===== src/rtl/rx_dest_filter_pkg.sv =====
package rx_dest_filter_pkg;
   localparam int unsigned CRC_W    = 32;
   localparam logic [CRC_W-1:0] CRC_POLY = 32'hEDB8_8320;
   localparam logic [CRC_W-1:0] CRC_SEED = 32'hFFFF_FFFF;

   typedef enum logic [1:0] {
      CLS_BCAST = 2'd0,
      CLS_HASH  = 2'd1,
      CLS_EXACT = 2'd2
   } addr_class_e;

   function automatic logic [CRC_W-1:0] crc_step_byte(input logic [CRC_W-1:0] cur,
                                                      input logic [7:0] d);
      logic [CRC_W-1:0] c;
      c = cur;
      for (int b = 0; b < 8; b++) begin
         c = (c >> 1) ^ ({CRC_W{c[0] ^ d[b]}} & CRC_POLY);
      end
      return c;
   endfunction
endpackage


===== src/rtl/rx_dest_crc.sv =====
module rx_dest_crc
   import rx_dest_filter_pkg::*;
(
   input  logic             clk,
   input  logic             rst_n,
   input  logic             restart_i,
   input  logic             step_i,
   input  logic [7:0]       byte_i,
   output logic [CRC_W-1:0] crc_next_o
);
   logic [CRC_W-1:0] crc_q;

   assign crc_next_o = crc_step_byte(restart_i ? CRC_SEED : crc_q, byte_i);

   always_ff @(posedge clk or negedge rst_n) begin
      if (!rst_n)      crc_q <= CRC_SEED;
      else if (step_i) crc_q <= crc_next_o;
   end
endmodule


===== src/rtl/rx_dest_track.sv =====
module rx_dest_track #(
   parameter int unsigned N_BYTES = 6,
   localparam int unsigned CW     = $clog2(N_BYTES + 1)
) (
   input  logic                 clk,
   input  logic                 rst_n,
   input  logic                 byte_vld_i,
   input  logic                 sof_i,
   input  logic                 eof_i,
   input  logic [7:0]           byte_i,
   input  logic [8*N_BYTES-1:0] station_i,
   output logic                 step_o,
   output logic                 last_o,
   output logic                 short_end_o,
   output logic                 bc_o,
   output logic                 ex_o,
   output logic                 grp_o
);
   logic [CW-1:0] cnt_q;
   logic [CW-1:0] pos;
   logic          bc_q, ex_q, grp_q;
   logic [7:0]    exp_b;

   assign pos    = sof_i ? '0 : cnt_q;
   assign step_o = byte_vld_i && (sof_i || (cnt_q < CW'(N_BYTES)));

   always_comb begin
      exp_b = '0;
      for (int k = 0; k < N_BYTES; k++) begin
         if (pos == CW'(k)) exp_b = station_i[8*(N_BYTES-1-k) +: 8];
      end
   end

   assign bc_o        = (sof_i ? 1'b1 : bc_q) && (byte_i == 8'hFF);
   assign ex_o        = (sof_i ? 1'b1 : ex_q) && (byte_i == exp_b);
   assign grp_o       = sof_i ? byte_i[0] : grp_q;
   assign last_o      = step_o && (pos == CW'(N_BYTES - 1));
   assign short_end_o = step_o && eof_i && (pos < CW'(N_BYTES - 1));

   always_ff @(posedge clk or negedge rst_n) begin
      if (!rst_n) begin
         cnt_q <= CW'(N_BYTES);
         bc_q  <= 1'b0;
         ex_q  <= 1'b0;
         grp_q <= 1'b0;
      end else if (step_o) begin
         cnt_q <= (short_end_o) ? CW'(N_BYTES) : pos + 1'b1;
         bc_q  <= bc_o;
         ex_q  <= ex_o;
         grp_q <= grp_o;
      end
   end
endmodule


===== src/rtl/rx_dest_decide.sv =====
module rx_dest_decide
   import rx_dest_filter_pkg::*;
#(
   parameter int unsigned HASH_IDX_W = 6,
   localparam int unsigned TBL_BITS  = 1 << HASH_IDX_W
) (
   input  logic                 bc_i,
   input  logic                 grp_i,
   input  logic                 ex_i,
   input  logic                 hash_all_i,
   input  logic                 bcast_reject_i,
   input  logic                 promisc_i,
   input  logic [CRC_W-1:0]     crc_i,
   input  logic [TBL_BITS-1:0]  table_i,
   output logic                 accept_o,
   output logic                 miss_o
);
   addr_class_e            cls;
   logic [HASH_IDX_W-1:0]  idx;

   assign idx = crc_i[CRC_W-1 -: HASH_IDX_W];

   always_comb begin
      if (bc_i)                    cls = CLS_BCAST;
      else if (grp_i || hash_all_i) cls = CLS_HASH;
      else                         cls = CLS_EXACT;
      case (cls)
         CLS_BCAST: miss_o = bcast_reject_i;
         CLS_HASH:  miss_o = !table_i[idx];
         default:   miss_o = !ex_i;
      endcase
      accept_o = !miss_o || promisc_i;
   end
endmodule


===== src/rtl/rx_dest_filter.sv =====
module rx_dest_filter
   import rx_dest_filter_pkg::*;
#(
   parameter int unsigned N_BYTES    = 6,
   parameter int unsigned HASH_IDX_W = 6,
   parameter int unsigned HASH_WORD  = 32
) (
   input  logic        clk,
   input  logic        rst_n,
   input  logic        byte_vld_i,
   input  logic        sof_i,
   input  logic        eof_i,
   input  logic [7:0]  byte_i,
   input  logic [15:0] sta_hi_i,
   input  logic [31:0] sta_lo_i,
   input  logic [31:0] hash_hi_i,
   input  logic [31:0] hash_lo_i,
   input  logic        bcast_reject_i,
   input  logic        hash_all_i,
   input  logic        promisc_i,
   output logic        verdict_o,
   output logic        accept_o,
   output logic        miss_o
);
   localparam int unsigned TBL_BITS = 1 << HASH_IDX_W;

   if (N_BYTES != 6) begin : g_bad_bytes
      $error("rx_dest_filter: station ports hold exactly six bytes");
   end
   if (HASH_WORD != 32 || TBL_BITS != 2 * HASH_WORD) begin : g_bad_hash
      $error("rx_dest_filter: hash table must be two 32-bit words");
   end
   if (HASH_IDX_W > CRC_W) begin : g_bad_idx
      $error("rx_dest_filter: hash index wider than CRC");
   end

   logic             step, last, short_end, bc, ex, grp;
   logic             acc_c, miss_c;
   logic [CRC_W-1:0] crc_next;
   logic             vld_q, acc_q, miss_q;

   rx_dest_crc u_crc (
      .clk        (clk),
      .rst_n      (rst_n),
      .restart_i  (sof_i),
      .step_i     (step),
      .byte_i     (byte_i),
      .crc_next_o (crc_next)
   );

   rx_dest_track #(.N_BYTES(N_BYTES)) u_track (
      .clk         (clk),
      .rst_n       (rst_n),
      .byte_vld_i  (byte_vld_i),
      .sof_i       (sof_i),
      .eof_i       (eof_i),
      .byte_i      (byte_i),
      .station_i   ({sta_hi_i, sta_lo_i}),
      .step_o      (step),
      .last_o      (last),
      .short_end_o (short_end),
      .bc_o        (bc),
      .ex_o        (ex),
      .grp_o       (grp)
   );

   rx_dest_decide #(.HASH_IDX_W(HASH_IDX_W)) u_decide (
      .bc_i           (bc),
      .grp_i          (grp),
      .ex_i           (ex),
      .hash_all_i     (hash_all_i),
      .bcast_reject_i (bcast_reject_i),
      .promisc_i      (promisc_i),
      .crc_i          (crc_next),
      .table_i        ({hash_hi_i, hash_lo_i}),
      .accept_o       (acc_c),
      .miss_o         (miss_c)
   );

   always_ff @(posedge clk or negedge rst_n) begin
      if (!rst_n) begin
         vld_q  <= 1'b0;
         acc_q  <= 1'b0;
         miss_q <= 1'b0;
      end else if (short_end) begin
         vld_q  <= 1'b1;
         acc_q  <= 1'b1;
         miss_q <= 1'b0;
      end else if (last) begin
         vld_q  <= 1'b1;
         acc_q  <= acc_c;
         miss_q <= miss_c;
      end else if (byte_vld_i && sof_i) begin
         vld_q  <= 1'b0;
      end
   end

   assign verdict_o = vld_q;
   assign accept_o  = acc_q;
   assign miss_o    = miss_q;

   AST_HOLD_VERDICT: assert property (@(posedge clk) disable iff (!rst_n)
      (verdict_o && !(byte_vld_i && sof_i)) |=> ($stable(accept_o) && $stable(miss_o) && verdict_o))
      else $error("verdict changed without a new frame");
   AST_DROP_IS_MISS: assert property (@(posedge clk) disable iff (!rst_n)
      (verdict_o && !accept_o) |-> miss_o)
      else $error("dropped frame without miss");
   AST_PROMISC_KEEPS: assert property (@(posedge clk) disable iff (!rst_n)
      ($rose(verdict_o) && $past(promisc_i)) |-> accept_o)
      else $error("promiscuous frame dropped");
   AST_SOF_CLEARS: assert property (@(posedge clk) disable iff (!rst_n)
      (byte_vld_i && sof_i && !eof_i) |=> !verdict_o)
      else $error("start marker did not clear verdict");
   AST_VERDICT_NEEDS_BYTE: assert property (@(posedge clk) disable iff (!rst_n)
      $rose(verdict_o) |-> $past(byte_vld_i))
      else $error("verdict without a byte");
endmodule


===== config.mk =====
export PLATFORM = sky130hd
export DESIGN_NAME = rx_dest_filter
export DESIGN_NICKNAME = d
export VERILOG_FILES = /design/src/rtl/rx_dest_filter_pkg.sv /design/src/rtl/rx_dest_crc.sv /design/src/rtl/rx_dest_track.sv /design/src/rtl/rx_dest_decide.sv /design/src/rtl/rx_dest_filter.sv
export SDC_FILE = /design/constraint.sdc
export NUM_CORES = 1
export LEC_CHECK = 0
export ABC_CLOCK_PERIOD_IN_PS = 3100
export BUFFER_PORTS_ARGS = -buffer_cell sky130_fd_sc_hd__buf_2
export CORE_MARGIN = 5
export CORE_UTILIZATION = 47
export CTS_CLUSTER_DIAMETER = 150
export DETAILED_ROUTE_END_ITERATION = 8
export PLACE_DENSITY = 0.78
export SLEW_MARGIN = 20
export SYNTH_ARGS = -nofsm -noshare
export SYNTH_HDL_FRONTEND = slang
export SYNTH_SLANG_ARGS = --single-unit

===== constraint.sdc =====
create_clock -name clk -period 3.1 [get_ports clk]
set_input_delay 0.62 -clock clk [delete_from_list [all_inputs] [get_ports clk]]
set_output_delay 0.62 -clock clk [all_outputs]
set_load 0.01 [all_outputs]

==> results of run 1 <==
-- through the flow --
| stage | std cells | instance area [µm²] |
|---|---|---|
| 2_1_floorplan | 489 | 4220 |
| 3_3_place_gp | 757 | 5260 |
| 3_5_place_dp | 757 | 5260 |
| 4_1_cts | 764 | 5350 |
| 5_1_grt | 769 | 5440 |
| 6_report | 769 | 5440 |
-- kinds of logic (layout without fill, tap and decap cells) --
| logic type | after synthesis | after routing | share of synthesized area (%) |
|---|---|---|---|
| AO/OA/AOI/OAI | 97 | 97 | 15.1 |
| XOR/XNOR | 101 | 101 | 24.3 |
| adder cells (fa/ha/maj) | 3 | 3 | 0.914 |
| buffers and inverters | 43 | 214 | 5.06 |
| flip-flops | 41 | 41 | 26.0 |
| multiplexers | 27 | 27 | 9.72 |
| other | 0 | 1 | 0 |
| AND/OR/NAND/NOR | 177 | 177 | 18.9 |
-- layer usage --
metal	vias up	global-route usage (%)	share of wire, %
li1	2021	-	-
met1	1971	32.1	42
met4	0	8.57	3.0
met5	-	0	0
met2	171	43.6	49
met3	31	2.88	6.1
-- path summary, 6_finish.rpt --
kind	end	slack (ns)	depth (start not counted)
setup / recovery	accept_o$_DFFE_PN0P_	0.006	11
setup reg to reg	accept_o$_DFFE_PN0P_	0.006	11
min in group asynchronous	u_track.cnt_q[0]$_DFFE_PN0P_	0.47	1
hold reg to reg	u_crc.crc_q[24]$_DFFE_PN1P_	0.46	2
hold / removal	u_crc.crc_q[24]$_DFFE_PN1P_	0.46	2
max in group asynchronous	u_track.bc_q$_DFFE_PN0P_	2.07	1
-- registers in the layout (all words and copies together), names as in the netlist --
register,cells
u_track.ex_q,1
verdict_o,1
u_track.grp_q,1
u_track.bc_q,1
miss_o,1
u_crc.crc_q,32
accept_o,1
u_track.cnt_q,3
-- what timing repair did --
| action | 4_1_cts | 5_1_grt |
|---|---|---|
| pin swaps | 4 | 6 |
| cloned | 0 | 0 |
| setup buffers | 0 | 4 |
| setup endpoints to repair | 2 | 2 |
| gates resized for setup | 2 | 16 |
-- cell type report --
type | count | area share, %
tap | 108 | 2.48
inverter | 7 | 0.598
sequential | 41 | 19.6
timing repair buffer | 200 | 21.8
clock buffer | 6 | 1.33
antenna | 1 | 0.0460
clock inverter | 1 | 0.161
multi-input combinational | 405 | 53.9
-- worst register-to-register path: stages, from the launching register on --
cell and delay, ns:
dfstp_2 0.56, xnor2_2 0.09, nor2_2 0.17, buf_4 0.15, xnor3_2 0.40, xnor2_4 0.21
buf_4 0.17, a2111oi_2 0.33, and4b_1 0.26, a2111oi_4 0.34, o21ai_1 0.12, a31o_1 0.19
-- power by group through the flow --
stage	combinational [µW]	clock, µW	sequential [µW]
after global placement	4620	0	1110
after global routing	5500	365	1150
after detailed placement	4760	0	1120
after floorplan	3680	0	1060
final	5060	346	1120
after CTS	4800	351	1110
-- cell usage in the layout, fill, tap and decap left out, drive strengths merged, types with 9 or more instances in the layout --
cell,instances
xnor2,79
nand3,14
o21ai,42
mux2i,17
nor2,58
xor2,19
nand2,73
dfstp,34
a21oi,9
buf,199
==> qor.txt, run 1 <==
Post-synth cell types: 62
Worst endpoint required time: 3.29 ns
Vias in the first global route: 4,373
Final Slew Violations: 0
Area of the multi-input gates: 0.00293 mm²
P_int: 3720 µW
CP max FO: 8
Most frequent cell after synthesis: xnor2_1
Core area: 0.00864 mm²
Max_slew headroom: 38.2%
Measured slew at the worst slew-check pin: 0.926 ns
First-pass GRT wire length: 21,000 µm
DRT Wirelength: 12,900 µm
YS warnings: 0
Die W: 103 µm
Hpwl dp: 10,400 µm
Worst r2r src: u_crc.crc_q[7]$_DFFE_PN1P_
Top cells by count, synth: 74 x xnor2_1, 73 x nand2_1, 56 x nor2_1
NetSw: 2800 µW
Hold-fix buffers, CTS: 0
Critical Path, Cell by Cell: xnor2_2, nor2_2, buf_4, xnor3_2, xnor2_4, buf_4, a2111oi_2, and4b_1, a2111oi_4, o21ai_1, a31o_1
FFs w/ async S/R, synth: 100%
Final setup margin: 0.00560 ns
Port Buffers: 130
Setup TNS: 0 ns
Initial antenna violation count: 1
CTS tree: yes
CP top delay family: compound AO/OA/AOI/OAI gates
Pwr Density: 1200 mW/mm²
Drt first pass iters: 6
Initial drt markers: 248
Hold path start: u_crc.crc_q[24]$_DFFE_PN1P_
Post-route DRC: 0
Fillers: 754
Post-Syn Area: 0.00411 mm²
Fin. Hold Viols: 0
Row count: 34
Top cells by area, synth: dfstp_2 22%, xnor2_1 16%, nand2_1 6.7%, nor2_1 5.1%, o21ai_0 5.0%
Period utilization: 99.8%
Via/cell ratio: 5.45
Vias after detailed routing: 4,194
Total Routing Usage GR: 25.0%
CTS sink count: 41
Crit path from: u_crc.crc_q[7]$_DFFE_PN1P_
Max Freq: 323 MHz
Setup CP Type: register to register
Share of cells above drive strength 1: 42.0%
Grt total ovfl: 0
Largest net degree at the start of global routing: 65
Synth top area share: 21.8%
Area growth, synth to finish: 32.4%
Max VDD drop: 1.39 mV
RSZ-0062 raised after global routing: yes
Final core occ: 63.0%
Sequential cell area: 0.00107 mm²
Initial cell density of the core: 47.6%
# Max-Cap Violations: 0
Critical path's slowest cell: dfstp_2
Final setup viols: 0
Avg Cell Area, Syn: 8.40 µm²
Pleak: 0.00246 µW
Yosys reg bits: 41
Mapped Nets: 620
Clk pwr share: 5.3%
CP Buf/Inv Count: 2
Wire per inst: 16.7 µm
Yosys top cell by area: dfstp_2
Worst min path class: register to register
Fin nets: 791
CP most frequent cell: buf_4
Gate Count Post-Synth: 489
Pwr Total: 6520 µW
Clk buf depth: 2
Seq pwr share: 17.1%
DP Worst Slack: -0.315 ns
Clock skew: 0.00699 ns
Crit. End Element: register
Post-route minimum period: 3.09 ns
Num CTS Buffers: 5
Die height: 103 µm
Status: finished clean
Sw frac: 43.0%
Clk root buf: clkbuf_8
Die area: 0.0107 mm²
Routed Antenna Nets: 0
Synth Flop Type: dfstp_2
Clock slew at reported path FFs: 0.08 ns
Sequential share of the synthesized area: 26.0%
Max H-tree Level: 2
CP Data Arrival Time: 3.29 ns
Logic gate share of total power: 77.6%
Worst stage delay on the critical path: 0.56 ns
GPL Wtd Cong: 0.912
Clock Latency Late Sink: 0.30 ns
Startpoint Class: register
Hold_ws: 0.458 ns
EDFF count, synth: 0
I/O pin total: 131
Note: power is estimated with default switching activity, not from simulation.
==> run 2: changes to the inputs <==
--- a/config.mk
+++ b/config.mk
@@ -5,13 +5,13 @@
 export SDC_FILE = /design/constraint.sdc
 export NUM_CORES = 1
 export LEC_CHECK = 0
-export ABC_CLOCK_PERIOD_IN_PS = 3100
+export ABC_CLOCK_PERIOD_IN_PS = 3400
 export BUFFER_PORTS_ARGS = -buffer_cell sky130_fd_sc_hd__buf_2
 export CORE_MARGIN = 5
-export CORE_UTILIZATION = 47
+export CORE_UTILIZATION = 51
 export CTS_CLUSTER_DIAMETER = 150
 export DETAILED_ROUTE_END_ITERATION = 8
-export PLACE_DENSITY = 0.78
+export PLACE_DENSITY = 0.8
 export SLEW_MARGIN = 20
 export SYNTH_ARGS = -nofsm -noshare
 export SYNTH_HDL_FRONTEND = slang
==> constraint.sdc (replaced) <==
create_clock -name clk -period 3.4 [get_ports clk]
set_input_delay 0.68 -clock clk [delete_from_list [all_inputs] [get_ports clk]]
set_output_delay 0.68 -clock clk [all_outputs]
set_load 0.01 [all_outputs]
==> run 2 against run 1 <==
Effect of this change:
- clock skew grew 0.0026 ns
- sequential share of layout area grew 0.75 points
- combinational power fell by 15%
- register-to-register slack improved by 0.13 ns
- core utilization grew 4.5 points
- sequential cell count stayed put
- clock-buffer cell count unchanged
- wire length down 4.8%
- total power is 13% lower
- critical path depth stayed put
- highest routed layer unchanged
==> qor.txt, run 2 (synthesized netlist as in run 1, its figures left out) <==
Status: finished clean (unchanged)
Critical Path, Cell by Cell: xnor2_1, nor2_2, xnor2_4, xnor3_2, buf_4, buf_4, a2111oi_1, and4b_1, a2111oi_4, o21ai_1, a31o_1 (was xnor2_2, nor2_2, buf_4, xnor3_2, xnor2_4, buf_4, a2111oi_2, and4b_1, a2111oi_4, o21ai_1, a31o_1)
Routed Antenna Nets: 0 (unchanged)
Critical path's slowest cell: dfstp_2 (unchanged)
Die W: 99.7 µm (was 103 µm)
Hold EP: u_crc.crc_q[29]$_DFFE_PN1P_ (was u_crc.crc_q[24]$_DFFE_PN1P_)
Hold path start: u_crc.crc_q[29]$_DFFE_PN1P_ (was u_crc.crc_q[24]$_DFFE_PN1P_)
DP Worst Slack: -0.131 ns (was -0.315 ns)
# Max-Cap Violations: 0 (unchanged)
Hpwl dp: 9990 µm (was 10,400 µm)
Initial drt markers: 189 (was 248)
Startpoint Class: register (unchanged)
CP top delay family: compound AO/OA/AOI/OAI gates (unchanged)
Pleak: 0.00235 µW (was 0.00246 µW)
Worst stage delay on the critical path: 0.57 ns (was 0.56 ns)
Max_slew headroom: 39.6% (was 38.2%)
Vias after detailed routing: 4,075 (was 4,194)
Clock skew: 0.00954 ns (was 0.00699 ns)
Most frequent cells in the layout: 130 x buf_2, 74 x xnor2_1, 71 x nand2_1 (was 129 x buf_2, 73 x xnor2_1, 71 x nand2_1)
Top Registers: u_crc.crc_q: 32 flops, u_track.cnt_q: 3 flops (unchanged)
CP Data Arrival Time: 3.46 ns (was 3.29 ns)
Hold_ws: 0.470 ns (was 0.458 ns)
CTS tree: yes (unchanged)
Post-route DRC: 0 (unchanged)
Setup TNS: 0 ns (unchanged)
Largest Register: u_crc.crc_q (unchanged)
Core area: 0.00777 mm² (was 0.00864 mm²)
Final setup viols: 0 (unchanged)
Largest net degree at the start of global routing: 65 (unchanged)
Via/cell ratio: 5.49 (was 5.45)
CP most frequent cell: buf_4 (unchanged)
Design area: 0.00524 mm² (was 0.00544 mm²)
Clk buf depth: 2 (unchanged)
Final Slew Violations: 0 (unchanged)
First-pass GRT wire length: 19,900 µm (was 21,000 µm)
CTS sink count: 41 (unchanged)
I/O pin total: 131 (unchanged)
DRT Wirelength: 12,300 µm (was 12,900 µm)
Max FFs per register: 32 (unchanged)
Fillers: 641 (was 754)
Worst r2r src: u_crc.crc_q[6]$_DFFE_PN1P_ (was u_crc.crc_q[7]$_DFFE_PN1P_)
Fin. Hold Viols: 0 (unchanged)
Area of the multi-input gates: 0.00290 mm² (was 0.00293 mm²)
Final setup margin: 0.135 ns (was 0.00560 ns)
Most common cell after layout, fill and taps aside: buf_2 (unchanged)
Initial antenna violation count: 0 (was 1)
Max VDD drop: 1.19 mV (was 1.39 mV)
CP Buf/Inv Count: 2 (unchanged)
Num CTS Buffers: 5 (unchanged)
Placed inst area: 0.00512 mm² (was 0.00526 mm²)
Clk root buf: clkbuf_8 (unchanged)
Max H-tree Level: 2 (unchanged)
Clock slew at reported path FFs: 0.09 ns (was 0.08 ns)
Worst endpoint required time: 3.59 ns (was 3.29 ns)
Post-route minimum period: 3.26 ns (was 3.09 ns)
Area growth, synth to finish: 27.6% (was 32.4%)
Sequential cell area: 0.00107 mm² (unchanged)
Crit. End Element: register (unchanged)
CP max FO: 6 (was 8)
Max Freq: 306 MHz (was 323 MHz)
Hold-fix buffers, CTS: 0 (unchanged)
Die area: 0.00995 mm² (was 0.0107 mm²)
GPL Wtd Cong: 0.935 (was 0.912)
Initial cell density of the core: 52.9% (was 47.6%)
Fin nets: 771 (was 791)
Total Routing Usage GR: 24.8% (was 25.0%)
Wire per inst: 16.5 µm (was 16.7 µm)
Drt first pass iters: 4 (was 6)
Setup CP Type: register to register (unchanged)
Hold Crit Depth: 2 (unchanged)
Clock Latency Late Sink: 0.30 ns (about the same)
Worst min path class: register to register (unchanged)
Port Buffers: 130 (unchanged)
Share of cells above drive strength 1: 38.4% (was 42.0%)
Reg-to-reg critical path endpoint: accept_o$_DFFE_PN0P_ (unchanged)
Vias in the first global route: 4,132 (was 4,373)
Grt total ovfl: 0 (unchanged)
RSZ-0062 raised after global routing: no (was yes)
Final core occ: 67.4% (was 63.0%)
Row count: 32 (was 34)
Die height: 99.7 µm (was 103 µm)
Period utilization: 96.0% (was 99.8%)
Ant. Diodes: 0 (was 1)
Measured slew at the worst slew-check pin: 0.906 ns (was 0.926 ns)
Reg2Reg Depth: 11 (unchanged)
Flop-to-flop setup slack: 0.14 ns (was 0.006 ns)
Pwr Density: 1080 mW/mm² (was 1200 mW/mm²)
==> run 2: cell count changes in the layout (fill, tap and decap cells not counted), sizes merged <==
| cell | before | now |
|---|---|---|
| clkbuf | 7 | 6 |
| buf | 199 | 180 |
| clkinv | 1 | 2 |
| clkinvlp | 1 | 0 |
| diode | 1 | 0 |
==> run 2: final cells by class <==
| class | instances | area share (%) |
|---|---|---|
| Timing Repair Buffer | 180 | 19.8 |
| Inverter | 7 | 0.502 |
| Clock inverter | 1 | 0.167 |
| Multi-Input combinational cell | 405 | 55.3 |
| Clock buffer | 6 | 1.39 |
| Tap cell | 102 | 2.44 |
| Sequential cell | 41 | 20.4 |
==> run 2: layer usage <==
metal,vias to the layer above,global-route usage [%],part of all wire (%)
li1,1977,-,-
met1,1909,31.4,41
met2,158,42.7,50
met3,31,4.28,6.6
met4,0,8.51,2.9
met5,-,0,0
==> run 2: worst reg2reg max path: stages (launching register included) <==
cell	delay (ns)
dfstp_2	0.57
xnor2_1	0.12
nor2_2	0.27
xnor2_4	0.16
xnor3_2	0.50
buf_4	0.20
buf_4	0.16
a2111oi_1	0.30
and4b_1	0.28
a2111oi_4	0.31
o21ai_1	0.11
a31o_1	0.19
==> run 2: how the worst max path moves through the flow <==
| stage | startpoint | to | slack [ns] | cells past startpoint |
|---|---|---|---|---|
| after floorplan | sof_i | miss_o$_DFFE_PN0P_ | -0.11 | 19 |
| after global routing | sof_i | miss_o$_DFFE_PN0P_ | 0.01 | 15 |
| after CTS | u_crc.crc_q[6]$_DFFE_PN1P_ | accept_o$_DFFE_PN0P_ | 0.1 | 11 |
| after global placement | sof_i | accept_o$_DFFE_PN0P_ | 0.008 | 11 |
| after detailed placement | sof_i | accept_o$_DFFE_PN0P_ | -0.13 | 12 |
| final | u_crc.crc_q[6]$_DFFE_PN1P_ | accept_o$_DFFE_PN0P_ | 0.14 | 11 |
==> run 2: report_power, final <==
group / leakage [µW] / internal, µW / switching [µW]
Combinational: 0.00186 / 2210 / 2070
Sequential: 0.000443 / 857 / 196
Clock: 0.0000412 / 142 / 171
==> run 2: per-stage QoR <==
stage | total power [µW] | instances
detailed placement | 5220 | 732
floorplan | 4310 | 489
finish | 5640 | 742
CTS | 5540 | 739
global placement | 5080 | 732
global route | 6070 | 742
==> run 2: repair_timing <==
action                                  4_1_cts  5_1_grt
buffers inserted                              0        3
endpoints found under the setup margin        0        2
resized for setup                             0        2
hold endpoints to repair                      0        0
==> run 3: changes to the inputs <==
--- a/config.mk
+++ b/config.mk
@@ -5,13 +5,14 @@
 export SDC_FILE = /design/constraint.sdc
 export NUM_CORES = 1
 export LEC_CHECK = 0
+export ABC_AREA = 1
 export ABC_CLOCK_PERIOD_IN_PS = 3400
 export BUFFER_PORTS_ARGS = -buffer_cell sky130_fd_sc_hd__buf_2
 export CORE_MARGIN = 5
 export CORE_UTILIZATION = 51
 export CTS_CLUSTER_DIAMETER = 150
 export DETAILED_ROUTE_END_ITERATION = 8
-export PLACE_DENSITY = 0.8
+export PLACE_DENSITY = 0.79
 export SLEW_MARGIN = 20
 export SYNTH_ARGS = -nofsm -noshare
 export SYNTH_HDL_FRONTEND = slang
==> run 3 against run 2 <==
Effect of this change:
- critical path depth increased by 12
- synthesized area increased by 6.6%
- first-iteration DRC count increased by 3.2%
- clock-buffer cell count increased by 1
- sequential cell count unchanged
- clock power increased by 30%
- hold slack improved by 0.010 ns
- clock skew decreased by 0.0044 ns
- via count increased by 17%
- sequential power decreased by 7%
- non-clock buffer count decreased by 35
- cell count increased by 26%
==> qor.txt, run 3 <==
Status: finished clean (unchanged)
CTS sink count: 41 (unchanged)
Pwr Total: 4100 µW (was 5640 µW)
Num CTS Buffers: 5 (unchanged)
Largest net degree at the start of global routing: 42 (was 65)
Vias after detailed routing: 4,750 (was 4,075)
Top Registers: u_crc.crc_q: 32 flops, u_track.cnt_q: 3 flops (unchanged)
Avg Cell Area, Syn: 6.24 µm² (was 8.40 µm²)
Die W: 103 µm (was 99.7 µm)
Area growth, synth to finish: 20.0% (was 27.6%)
RSZ-0062 raised after global routing: no (unchanged)
Post-CTS setup buffers: 0 (unchanged)
Post-route minimum period: 3.09 ns (was 3.26 ns)
I/O pin total: 131 (unchanged)
Flop-to-flop setup slack: 0.54 ns (was 0.14 ns)
Fillers: 800 (was 641)
Max VDD drop: 0.366 mV (was 1.19 mV)
FFs w/ async S/R, synth: 100% (unchanged)
Ant. Diodes: 0 (unchanged)
YS warnings: 0 (unchanged)
Die height: 103 µm (was 99.7 µm)
Setup CP Type: input pin to register (was register to register)
Post-Syn Area: 0.00438 mm² (was 0.00411 mm²)
Clk root buf: clkbuf_8 (unchanged)
Clock slew at reported path FFs: 0.08 ns (was 0.09 ns)
Wire per inst: 13.1 µm (was 16.5 µm)
Largest Register: u_crc.crc_q (unchanged)
Die area: 0.0105 mm² (was 0.00995 mm²)
Drt first pass iters: 5 (was 4)
Vias in the first global route: 4,432 (was 4,132)
Sw frac: 48.8% (was 43.1%)
Synth Flop Type: dfstp_2 (unchanged)
Via/cell ratio: 5.09 (was 5.49)
Sequential share of the synthesized area: 24.4% (was 26.0%)
Row count: 33 (was 32)
Pleak: 0.00293 µW (was 0.00235 µW)
Post-synth cell types: 37 (was 62)
Max Freq: 324 MHz (was 306 MHz)
Mapped Nets: 832 (was 620)
CP most frequent cell: nand2_1 (was buf_4)
Yosys top cell by area: dfstp_2 (unchanged)
Worst endpoint required time: 3.60 ns (was 3.59 ns)
First-pass GRT wire length: 19,300 µm (was 19,900 µm)
Core area: 0.00830 mm² (was 0.00777 mm²)
Max FFs per register: 32 (unchanged)
Fin nets: 959 (was 771)
Clk buf depth: 2 (unchanged)
CP Data Arrival Time: 3.29 ns (was 3.46 ns)
Yosys reg bits: 41 (unchanged)
Area of the multi-input gates: 0.00277 mm² (was 0.00290 mm²)
Most frequent cell after synthesis: nand2_1 (was xnor2_1)
Crit. End Element: register (unchanged)
EDFF count, synth: 0 (unchanged)
Fin. Hold Viols: 0 (unchanged)
Max H-tree Level: 2 (unchanged)
Worst stage delay on the critical path: 0.33 ns (was 0.57 ns)
Most frequent cells in the layout: 229 x nand2_1, 130 x buf_2, 100 x inv_1 (was 130 x buf_2, 74 x xnor2_1, 71 x nand2_1)
Inst Count DP: 926 (was 732)
Final setup viols: 0 (unchanged)
Logic gate share of total power: 66.2% (was 75.8%)
P_int: 2100 µW (was 3210 µW)
Total Routing Usage GR: 22.5% (was 24.8%)
GPL Wtd Cong: 0.863 (was 0.935)
Max_slew headroom: 40.0% (was 39.6%)
Seq pwr share: 23.9% (was 18.7%)
Hold-fix buffers, CTS: 0 (unchanged)
Post-route insts no fill: 934 (was 742)
NetSw: 2000 µW (was 2430 µW)
Clock skew: 0.00510 ns (was 0.00954 ns)
CTS tree: yes (unchanged)
CP Buf/Inv Count: 4 (was 2)
Grt total ovfl: 0 (unchanged)
Clock Latency Late Sink: 0.29 ns (was 0.30 ns)
Top cells by area, synth: dfstp_2 20%, nand2_1 20%, nand3_1 9.5%, inv_1 8.6%, xor2_1 7.4% (was dfstp_2 22%, xnor2_1 16%, nand2_1 6.7%, nor2_1 5.1%, o21ai_0 5.0%)
DRT Wirelength: 12,200 µm (was 12,300 µm)
Worst min path class: register to register (unchanged)
Critical path's slowest cell: buf_2 (was dfstp_2)
Clk pwr share: 10.0% (was 5.6%)
# Max-Cap Violations: 0 (unchanged)
Routed Antenna Nets: 0 (unchanged)
Top cells by count, synth: 229 x nand2_1, 100 x inv_1, 83 x nand3_1 (was 74 x xnor2_1, 73 x nand2_1, 56 x nor2_1)
Most common cell after layout, fill and taps aside: nand2_1 (was buf_2)
Synth top area share: 20.4% (was 21.8%)
Hold_ws: 0.480 ns (was 0.470 ns)
Critical Path, Cell by Cell: buf_2, nor2_1, nor2_1, inv_1, nand2_1, nand2_1, nand2_2, nand2_1, nand2_1, nand2_1, nand2_1, buf_4, nand2_1, nand3_1, nand3_1, nand3_1, nand2_1, nand2_1, nand2_1, o21ai_2, nand3_1, nand2_1, inv_1 (was xnor2_1, nor2_2, xnor2_4, xnor3_2, buf_4, buf_4, a2111oi_1, and4b_1, a2111oi_4, o21ai_1, a31o_1)
Pwr Density: 781 mW/mm² (was 1080 mW/mm²)
Measured slew at the worst slew-check pin: 0.900 ns (was 0.906 ns)
Gate Count Post-Synth: 701 (was 489)
Period utilization: 90.9% (was 96.0%)
Sequential cell area: 0.00107 mm² (unchanged)
Initial cell density of the core: 52.7% (was 52.9%)
Post-route DRC: 0 (unchanged)
Initial drt markers: 195 (was 189)
Final Slew Violations: 0 (unchanged)
Startpoint Class: input pin (was register)
Port Buffers: 130 (unchanged)
Hpwl dp: 9700 µm (was 9990 µm)
Number of gates resized after cts: 0 (unchanged)
Share of cells above drive strength 1: 27.7% (was 38.4%)
Initial antenna violation count: 0 (unchanged)
CP top delay family: simple AND/OR/NAND/NOR gates (was compound AO/OA/AOI/OAI gates)
CP max FO: 30 (was 6)
Setup TNS: 0 ns (unchanged)
[run 3: changes by cell type after synthesis, sizes merged, moves of 5 or more]
cell	before	now
mux2i	17	0
a31oi	8	1
xnor2	79	17
inv	6	107
xor2	19	41
nand3	14	85
mux4	8	0
o21ai	42	55
nor3	7	0
o31ai	6	0
nand2	73	249
nor2	58	51
nor2b	5	0
clkbuf	20	10
[run 3: logic make-up (layout without fill, tap and decap cells)]
kind of cell,Yosys count,count (layout),synth area share [%]
compound gates,76,76,9.78
xor+xnor,58,58,13.4
fa+ha+maj,3,3,0.858
buf+inv,132,260,12.6
flops,41,41,24.4
simple gates,391,391,38.9
[run 3: final cells by class]
class	count	share of cell area [%]
clock buffer	7	1.64
inverter	107	7.70
timing repair buffer	145	14.5
tap	105	2.50
sequential	41	20.3
clock inverter	1	0.572
multi-input combinational	528	52.7
[run 3: worst register-to-register path, delay by kind of cell, from the launching register on]
family          cells  cell delay (ns)
fa+ha+maj           1             0.21
flops               1             0.56
buf+inv             4             0.25
simple gates       14             1.56
compound gates      2             0.25
[run 3: metal layers]
metal | share of wire (%) | wire, µm | GRT usage, %
met1 | 43 | 5210 | 28.2
met2 | 48 | 5850 | 39.2
met3 | 6.7 | 818 | 3.04
met4 | 2.7 | 325 | 8.27
met5 | 0 | 0 | 0
[run 3: path summary, 6_finish.rpt]
| path | startpoint | end | depth (start not counted) |
|---|---|---|---|
| worst min-delay path | u_crc.crc_q[7]$_DFFE_PN1P_ | u_crc.crc_q[7]$_DFFE_PN1P_ | 2 |
| worst max-delay path | sof_i | accept_o$_DFFE_PN0P_ | 23 |
| worst min register to register | u_crc.crc_q[7]$_DFFE_PN1P_ | u_crc.crc_q[7]$_DFFE_PN1P_ | 2 |
| min in group asynchronous | rst_n | u_track.ex_q$_DFFE_PN0P_ | 1 |
| max in group asynchronous | rst_n | verdict_o$_DFFE_PN0P_ | 1 |
| worst max register to register | u_track.cnt_q[1]$_DFFE_PN1P_ | accept_o$_DFFE_PN0P_ | 21 |
[run 3: per-stage QoR]
| stage | setup WS (ns) | instance area (µm²) | util, % |
|---|---|---|---|
| final | 0.309 | 5250 | 63.3 |
| after global routing | 0.00853 | 5250 | 63.3 |
| after CTS | 0.332 | 5250 | 63.3 |
| after detailed placement | 0.0422 | 5130 | 61.9 |
| after global placement | 0.145 | 5130 | 61.9 |
| after floorplan | 0.0705 | 4380 | - |
[run 3: power by group through the flow]
stage | Sequential [µW] | Clock, µW | Combinational, µW
6_report | 979 | 409 | 2710
5_1_grt | 1010 | 440 | 3040
4_1_cts | 977 | 417 | 2710
3_5_place_dp | 982 | 0 | 2690
3_3_place_gp | 974 | 0 | 2630
2_1_floorplan | 952 | 0 | 2150
